<file path="config.mk">
export PLATFORM = sky130hd
export DESIGN_NAME = wdog_keyed
export DESIGN_NICKNAME = d
export VERILOG_FILES = /design/src/rtl/wdog_pkg.sv /design/src/rtl/wdog_rst_sync.sv /design/src/rtl/wdog_post_sync.sv /design/src/rtl/wdog_key_fsm.sv /design/src/rtl/wdog_counter.sv /design/src/rtl/wdog_keyed.sv
export SDC_FILE = /design/constraint.sdc
export NUM_CORES = 1
export LEC_CHECK = 0
export BUFFER_PORTS_ARGS = -buffer_cell sky130_fd_sc_hd__buf_2
export CORE_MARGIN = 2
export CORE_UTILIZATION = 35
export DETAILED_ROUTE_END_ITERATION = 10
export GPL_ROUTABILITY_DRIVEN = 1
export PLACE_DENSITY = 0.54
export SETUP_SLACK_MARGIN = 0.1
export SYNTH_ARGS = -nofsm -noshare
export SYNTH_HDL_FRONTEND = slang
export SYNTH_HIERARCHICAL = 1
export SYNTH_SLANG_ARGS = --single-unit
</file>
<file path="constraint.sdc">
create_clock -name clk -period 3.4 [get_ports clk]
set_clock_uncertainty 0.15 [all_clocks]
set_input_delay 0.34 -clock clk [delete_from_list [all_inputs] [get_ports clk]]
set_output_delay 0.34 -clock clk [all_outputs]
set_load 0.005 [all_outputs]
</file>
<file path="src/rtl/wdog_pkg.sv">
`timescale 1ns/1ps
package wdog_pkg;
  localparam int unsigned REG_AW = 8;

  localparam logic [REG_AW-1:0] OFS_COUNT = 8'h28;
  localparam logic [REG_AW-1:0] OFS_LOAD  = 8'h2C;
  localparam logic [REG_AW-1:0] OFS_PEND  = 8'h34;
  localparam logic [REG_AW-1:0] OFS_CTRL  = 8'h48;

  localparam int unsigned PEND_BIT = 4;

  localparam logic [15:0] KEY_HALT_A = 16'hAAAA;
  localparam logic [15:0] KEY_HALT_B = 16'h5555;
  localparam logic [15:0] KEY_RUN_A  = 16'hBBBB;
  localparam logic [15:0] KEY_RUN_B  = 16'h4444;

  typedef enum logic [1:0] {
    KS_IDLE  = 2'd0,
    KS_HALT1 = 2'd1,
    KS_RUN1  = 2'd2
  } key_st_e;
endpackage

</file>
<file path="src/rtl/wdog_rst_sync.sv">
`timescale 1ns/1ps
module wdog_rst_sync #(
  parameter int unsigned STAGES = 2
) (
  input  logic clk,
  input  logic rst_ni,
  output logic rst_no
);
  logic [STAGES-1:0] sync_q;
  logic [STAGES-1:0] sync_d;

  always_comb begin
    sync_d = {sync_q[STAGES-2:0], 1'b1};
  end

  always_ff @(posedge clk or negedge rst_ni) begin
    if (!rst_ni) sync_q <= '0;
    else         sync_q <= sync_d;
  end

  assign rst_no = sync_q[STAGES-1];
endmodule

</file>
<file path="src/rtl/wdog_post_sync.sv">
`timescale 1ns/1ps
module wdog_post_sync #(
  parameter int unsigned DW  = 32,
  parameter int unsigned DLY = 4
) (
  input  logic          clk,
  input  logic          rst_ni,
  input  logic          wr_i,
  input  logic [DW-1:0] wdata_i,
  output logic          busy_o,
  output logic          commit_o,
  output logic [DW-1:0] data_o
);
  localparam int unsigned CW = $clog2(DLY + 1);

  logic [CW-1:0] cnt_q, cnt_d;
  logic [DW-1:0] data_q, data_d;
  logic          accept;

  // a write is taken only when nothing is in flight
  assign accept = wr_i && (cnt_q == '0);

  always_comb begin
    cnt_d  = cnt_q;
    data_d = data_q;
    if (accept) begin
      cnt_d  = CW'(DLY);
      data_d = wdata_i;
    end else if (cnt_q != '0) begin
      cnt_d = cnt_q - CW'(1);
    end
  end

  always_ff @(posedge clk or negedge rst_ni) begin
    if (!rst_ni) begin
      cnt_q  <= '0;
      data_q <= '0;
    end else begin
      cnt_q  <= cnt_d;
      data_q <= data_d;
    end
  end

  assign busy_o   = (cnt_q != '0);
  assign commit_o = (cnt_q == CW'(1));
  assign data_o   = data_q;
endmodule

</file>
<file path="src/rtl/wdog_key_fsm.sv">
`timescale 1ns/1ps
module wdog_key_fsm
  import wdog_pkg::*;
#(
  parameter int unsigned DW = 32
) (
  input  logic          clk,
  input  logic          rst_ni,
  input  logic          commit_i,
  input  logic [DW-1:0] key_i,
  output logic          run_o
);
  key_st_e st_q, st_d;
  logic    run_q, run_d;

  always_comb begin
    st_d  = st_q;
    run_d = run_q;
    if (commit_i) begin
      if (key_i == DW'(KEY_HALT_A)) begin
        st_d = KS_HALT1;
      end else if (key_i == DW'(KEY_HALT_B)) begin
        if (st_q == KS_HALT1) run_d = 1'b0;
        st_d = KS_IDLE;
      end else if (key_i == DW'(KEY_RUN_A)) begin
        st_d = KS_RUN1;
      end else if (key_i == DW'(KEY_RUN_B)) begin
        if (st_q == KS_RUN1) run_d = 1'b1;
        st_d = KS_IDLE;
      end else begin
        st_d = KS_IDLE;
      end
    end
  end

  always_ff @(posedge clk or negedge rst_ni) begin
    if (!rst_ni) begin
      st_q  <= KS_IDLE;
      run_q <= 1'b1;
    end else begin
      st_q  <= st_d;
      run_q <= run_d;
    end
  end

  assign run_o = run_q;
endmodule

</file>
<file path="src/rtl/wdog_counter.sv">
`timescale 1ns/1ps
module wdog_counter #(
  parameter int unsigned  W        = 32,
  parameter logic [W-1:0] LOAD_RST = 32'hFFFF_FF00
) (
  input  logic         clk,
  input  logic         rst_ni,
  input  logic         run_i,
  input  logic [W-1:0] load_i,
  output logic [W-1:0] count_o,
  output logic         expire_o
);
  logic [W-1:0] cnt_q, cnt_d;
  logic         exp_q, exp_d;
  logic         wrap;

  assign wrap = run_i && (cnt_q == '1);

  always_comb begin
    cnt_d = cnt_q;
    exp_d = wrap;
    if (wrap)       cnt_d = load_i;
    else if (run_i) cnt_d = cnt_q + W'(1);
  end

  always_ff @(posedge clk or negedge rst_ni) begin
    if (!rst_ni) begin
      cnt_q <= LOAD_RST;
      exp_q <= 1'b0;
    end else begin
      cnt_q <= cnt_d;
      exp_q <= exp_d;
    end
  end

  assign count_o  = cnt_q;
  assign expire_o = exp_q;
endmodule

</file>
<file path="src/rtl/wdog_keyed.sv">
`timescale 1ns/1ps
module wdog_keyed
  import wdog_pkg::*;
#(
  parameter int unsigned       DATA_W     = 32,
  parameter int unsigned       SYNC_DLY   = 4,
  parameter int unsigned       RST_STAGES = 2,
  parameter logic [DATA_W-1:0] LOAD_RST   = 32'hFFFF_FF00
) (
  input  logic              clk,
  input  logic              rst_n,
  input  logic [REG_AW-1:0] reg_addr,
  input  logic [DATA_W-1:0] reg_wdata,
  input  logic              reg_we,
  output logic [DATA_W-1:0] reg_rdata,
  output logic              wdt_rst_o
);
  logic              rst_core_n;
  logic              busy, commit, run;
  logic              ctrl_wr, load_wr;
  logic [DATA_W-1:0] ctrl_q, count, load_q, load_d;

  wdog_rst_sync #(.STAGES(RST_STAGES)) u_rst_sync (
    .clk    (clk),
    .rst_ni (rst_n),
    .rst_no (rst_core_n)
  );

  assign ctrl_wr = reg_we && (reg_addr == OFS_CTRL);
  assign load_wr = reg_we && (reg_addr == OFS_LOAD);

  wdog_post_sync #(.DW(DATA_W), .DLY(SYNC_DLY)) u_post (
    .clk      (clk),
    .rst_ni   (rst_core_n),
    .wr_i     (ctrl_wr),
    .wdata_i  (reg_wdata),
    .busy_o   (busy),
    .commit_o (commit),
    .data_o   (ctrl_q)
  );

  wdog_key_fsm #(.DW(DATA_W)) u_keys (
    .clk      (clk),
    .rst_ni   (rst_core_n),
    .commit_i (commit),
    .key_i    (ctrl_q),
    .run_o    (run)
  );

  wdog_counter #(.W(DATA_W), .LOAD_RST(LOAD_RST)) u_cnt (
    .clk      (clk),
    .rst_ni   (rst_core_n),
    .run_i    (run),
    .load_i   (load_q),
    .count_o  (count),
    .expire_o (wdt_rst_o)
  );

  // reload register, clock enable written out
  always_comb begin
    load_d = load_q;
    if (load_wr) load_d = reg_wdata;
  end

  always_ff @(posedge clk or negedge rst_core_n) begin
    if (!rst_core_n) load_q <= LOAD_RST;
    else             load_q <= load_d;
  end

  always_comb begin
    unique case (reg_addr)
      OFS_COUNT: reg_rdata = count;
      OFS_LOAD:  reg_rdata = load_q;
      OFS_PEND:  reg_rdata = DATA_W'(busy) << PEND_BIT;
      OFS_CTRL:  reg_rdata = ctrl_q;
      default:   reg_rdata = '0;
    endcase
  end
endmodule

</file>
==> impl_results.md <==
* TritonCTS clock tree: built
* Ratio of cells with drive above 1 in the final layout at 0.381
* CORE AREA at about 0.017 mm2
* Post-synth net total at 591
* Worst Setup End Kind: output pin
* Hold-critical path depth at 2
* Actual slew at the worst max-slew pin at 0.882 ns
* CP max stage cell: or4bb_1
* WS Path Type: reg2out
* Status: finished, final reports clean
* DR vias/cell at 5.75
* R2R setup slack at approximately 0.70 ns
* ANT cells at 0
* Largest net degree at the start of global routing at 54
* Overflow after GRT at 0
* CP max FO at 5
* I/O Buffers at 75
* Fmax at around 340 MHz
* Top-level port count at 76
* Total Routing Usage GR at 0.198
* Root buffer cell: clkbuf_16
* Antenna violations before repair at 0
* Startpoint types: flop
* Post-DRT Antenna Nets at 0
* Syn avg cell area at roughly 11 um2
* RePlAce Congestion at between 0.9 and 1
* Worst reg2reg path endpoint: u_cnt/count_o[25]$_DFFE_PN1P_
* Final-report hold violation count at 0
* Sink of the worst hold path: u_post/data_o[24]$_DFFE_PN0P_
* Site Rows at 48
* R2R Path Start: u_cnt/count_o[0]$_DFFE_PN0P_
* Setup TNS at 0 ns
* HPWL Detailed at 13100 um
* Reg2reg path depth at 6
* Cells after Synth at roughly 540
* Vias in the first global route at about 4700
* TritonCTS buffer count at 9
* Detailed Routing Iterations Pass 1 at 5
* HP Class: in2reg
* WL/cell at roughly 22 um
* Minimum clock period at about 3 ns
* CP most frequent cell: inv_1
* EDFF count, synth at 0
* Area delta synth->final at 13.2%
* Die Area at 0.0186 mm2
* RSZ-0062 raised after global routing: false
* Relative slew slack at 0.407
* CTS sink count at 105
* PD cells at 393 mW/mm2
* Arr. time, crit path at around 2.5 ns
* DR DRC count at 0
* Starting Density at 0.356
* Die Wd at 136 um
* Post-Syn Area at roughly 0.0061 mm2
* Final setup viols at 0
* Die height at roughly 140 um
* Worst-Skew Late Latency at roughly 0.35 ns
* Htree depth at 3
* Async set-or-reset flop fraction in the synthesized netlist at 1.00
* Sequential cell area fraction in the yosys report at 0.439
* Required time of the critical path at 2.91 ns
* Nets at around 650
* Period utilization at 0.864
* Synth Warn # at 6
* Place WS at just under 0.7 ns
* Total wire length at roughly 18000 um
* Via Count at 4788
* Cells along the critical path: inv_1 -> ha_1 -> nor2b_1 -> inv_1 -> or4bb_1 -> o22ai_1 -> a221o_1 -> buf_2
* Hold wc startpoint: reg_wdata[24]
* Library cells used by synthesis at 68
* Setup WS post-layout at 0.463 ns
* Post-CTS Setup Bufs at 0
* Leakage at between 3 and 4 nW
* Worst-path clk slew at roughly 0.07 ns
* Largest stage delay, worst path at between 0.4 and 0.5 ns
* Most used flip-flop cell after synthesis: dfrtp_1
* First-pass GRT wire length at roughly 28000 um
* Max-Cap Viols at 0
* Worst VDD drop at ~0.29 mV
* Max Slew Vio Count at 0
* Longest Clk Path Bufs at 2
* Synthesized flop and latch total at 105
* Number of DRC markers in iteration 0 at 464
==> critical path: cells and delay by family (launching register included) <==
family                   cells  cell delay (ns)
adder cells (fa/ha/maj)      1             0.29
AO/OA/AOI/OAI                2             0.49
flip-flops                   1             0.39
buffers and inverters        3             0.28
AND/OR/NAND/NOR              2             0.65
==> flip-flops by register name (all words and copies together) (netlist names) <==
register	flops
u_keys/run_o	1
u_post/data_o	32
u_keys/st_q	2
u_post/cnt_q	3
u_cnt/expire_o	1
u_rst_sync/sync_q	2
load_q	32
u_cnt/count_o	32
==> report_power, final <==
part / switching (mW) / internal (mW) / leakage, nW
combinational: 0.127 / 0.125 / 1.77
clock: 0.487 / 0.598 / 0.146
sequential: 0.0720 / 1.31 / 1.25
==> Yosys cell counts, types with 5 or more instances <==
| master | number | area [um2] |
|---|---|---|
| o211ai_1 | 5 | 37.5 |
| nor3_1 | 16 | 80.1 |
| nor2_1 | 10 | 37.5 |
| buf_6 | 7 | 78.8 |
| nand3_1 | 30 | 150 |
| clkbuf_1 | 23 | 86.3 |
| a31oi_1 | 11 | 68.8 |
| nand2_1 | 19 | 71.3 |
| dfstp_2 | 49 | 1290 |
| nand4_1 | 9 | 56.3 |
| o22ai_1 | 5 | 31.3 |
| a21oi_1 | 13 | 65.1 |
| and3_1 | 12 | 75.1 |
| inv_1 | 45 | 169 |
| a221o_1 | 33 | 330 |
| mux2_4 | 60 | 901 |
| and4_1 | 7 | 61.3 |
| nor4_1 | 39 | 244 |
| dfrtp_1 | 56 | 1400 |
==> cell families (layout without fill, tap and decap cells) <==
logic type / count (synthesis) / count (layout) / share of synthesized area
fa+ha+maj: 4 / 4 / 0.00817
other cells: 1 / 1 / 0.000612
compound gates: 97 / 97 / 0.126
mux: 68 / 68 / 0.161
xor+xnor: 1 / 1 / 0.00143
simple gates: 182 / 182 / 0.191
flops: 105 / 105 / 0.439
buf+inv: 86 / 149 / 0.0717
==> cell type report <==
| class | count | area (um2) |
|---|---|---|
| inverters | 47 | 176 |
| multi-input cells | 353 | 3000 |
| repair buffers | 86 | 473 |
| clock buffers | 11 | 243 |
| clock inverters | 5 | 63.8 |
| fillers | 1693 | 10200 |
| flip-flops and latches | 105 | 2690 |
| well taps | 225 | 282 |
==> routing by layer <==
metal  up-vias  wire length [um]  GRT usage
li1       2206                 -          -
met1      2379              8240      0.287
met2       172              8220      0.295
met3        31              1030     0.0309
met4         0               442     0.0781
met5         -                 0          0
==> layout by cell type, fill, tap and decap left out, types with 4 or more instances in the layout <==
cell and n:
nand4_1 9, o22ai_1 5, a221o_1 33, dfstp_2 49, nand4b_1 4, clkbuf_16 9
inv_1 45, ha_1 4, mux2_2 4, nor2_1 10, nor4b_1 4, nand3_1 30
a2bb2oi_1 4, nor3_1 15, nand2_1 19, and4_1 7, o211ai_1 5, a31oi_1 11
a21oi_1 13, mux2_4 60, buf_4 9, and3_1 12, buf_2 75, nor4_1 39
dfrtp_1 55, mux2i_1 4
==> stage by stage <==
step | total power [mW] | area, um2 | std cells | hold WS, ns | util
after floorplan | 1.55 | 6120 | 544 | -0.106 | -
after global placement | 1.64 | 6610 | 815 | -0.0247 | 0.385
after detailed placement | 1.66 | 6610 | 815 | -0.0231 | 0.385
after CTS | 2.75 | 6930 | 832 | 0.0679 | 0.403
after global routing | 2.82 | 6930 | 832 | 0.0745 | 0.403
final | 2.72 | 6930 | 832 | 0.0760 | 0.403
==> timing repair <==
item / 4_1_cts / 5_1_grt
endpoints found under the hold margin: 2 / 0
resized for setup: 0 / 0
hold buffers: 1 / 0
endpoints found under the setup margin: 0 / 0
==> how the worst max path moves through the flow <==
stage	depth (start not counted)	endpoint	from
2_1_floorplan	0	load_q[0]$_DFFE_PN0P_	u_rst_sync/sync_q[1]$_DFF_PN0_
3_5_place_dp	7	reg_rdata[30]	reg_addr[1]
4_1_cts	8	reg_rdata[4]	u_post/cnt_q[0]$_DFFE_PN0P_
6_report	8	reg_rdata[4]	u_post/cnt_q[0]$_DFFE_PN0P_
3_3_place_gp	6	reg_rdata[12]	reg_addr[1]
5_1_grt	8	reg_rdata[4]	u_post/cnt_q[0]$_DFFE_PN0P_
Power figures use the tool's default switching activity.
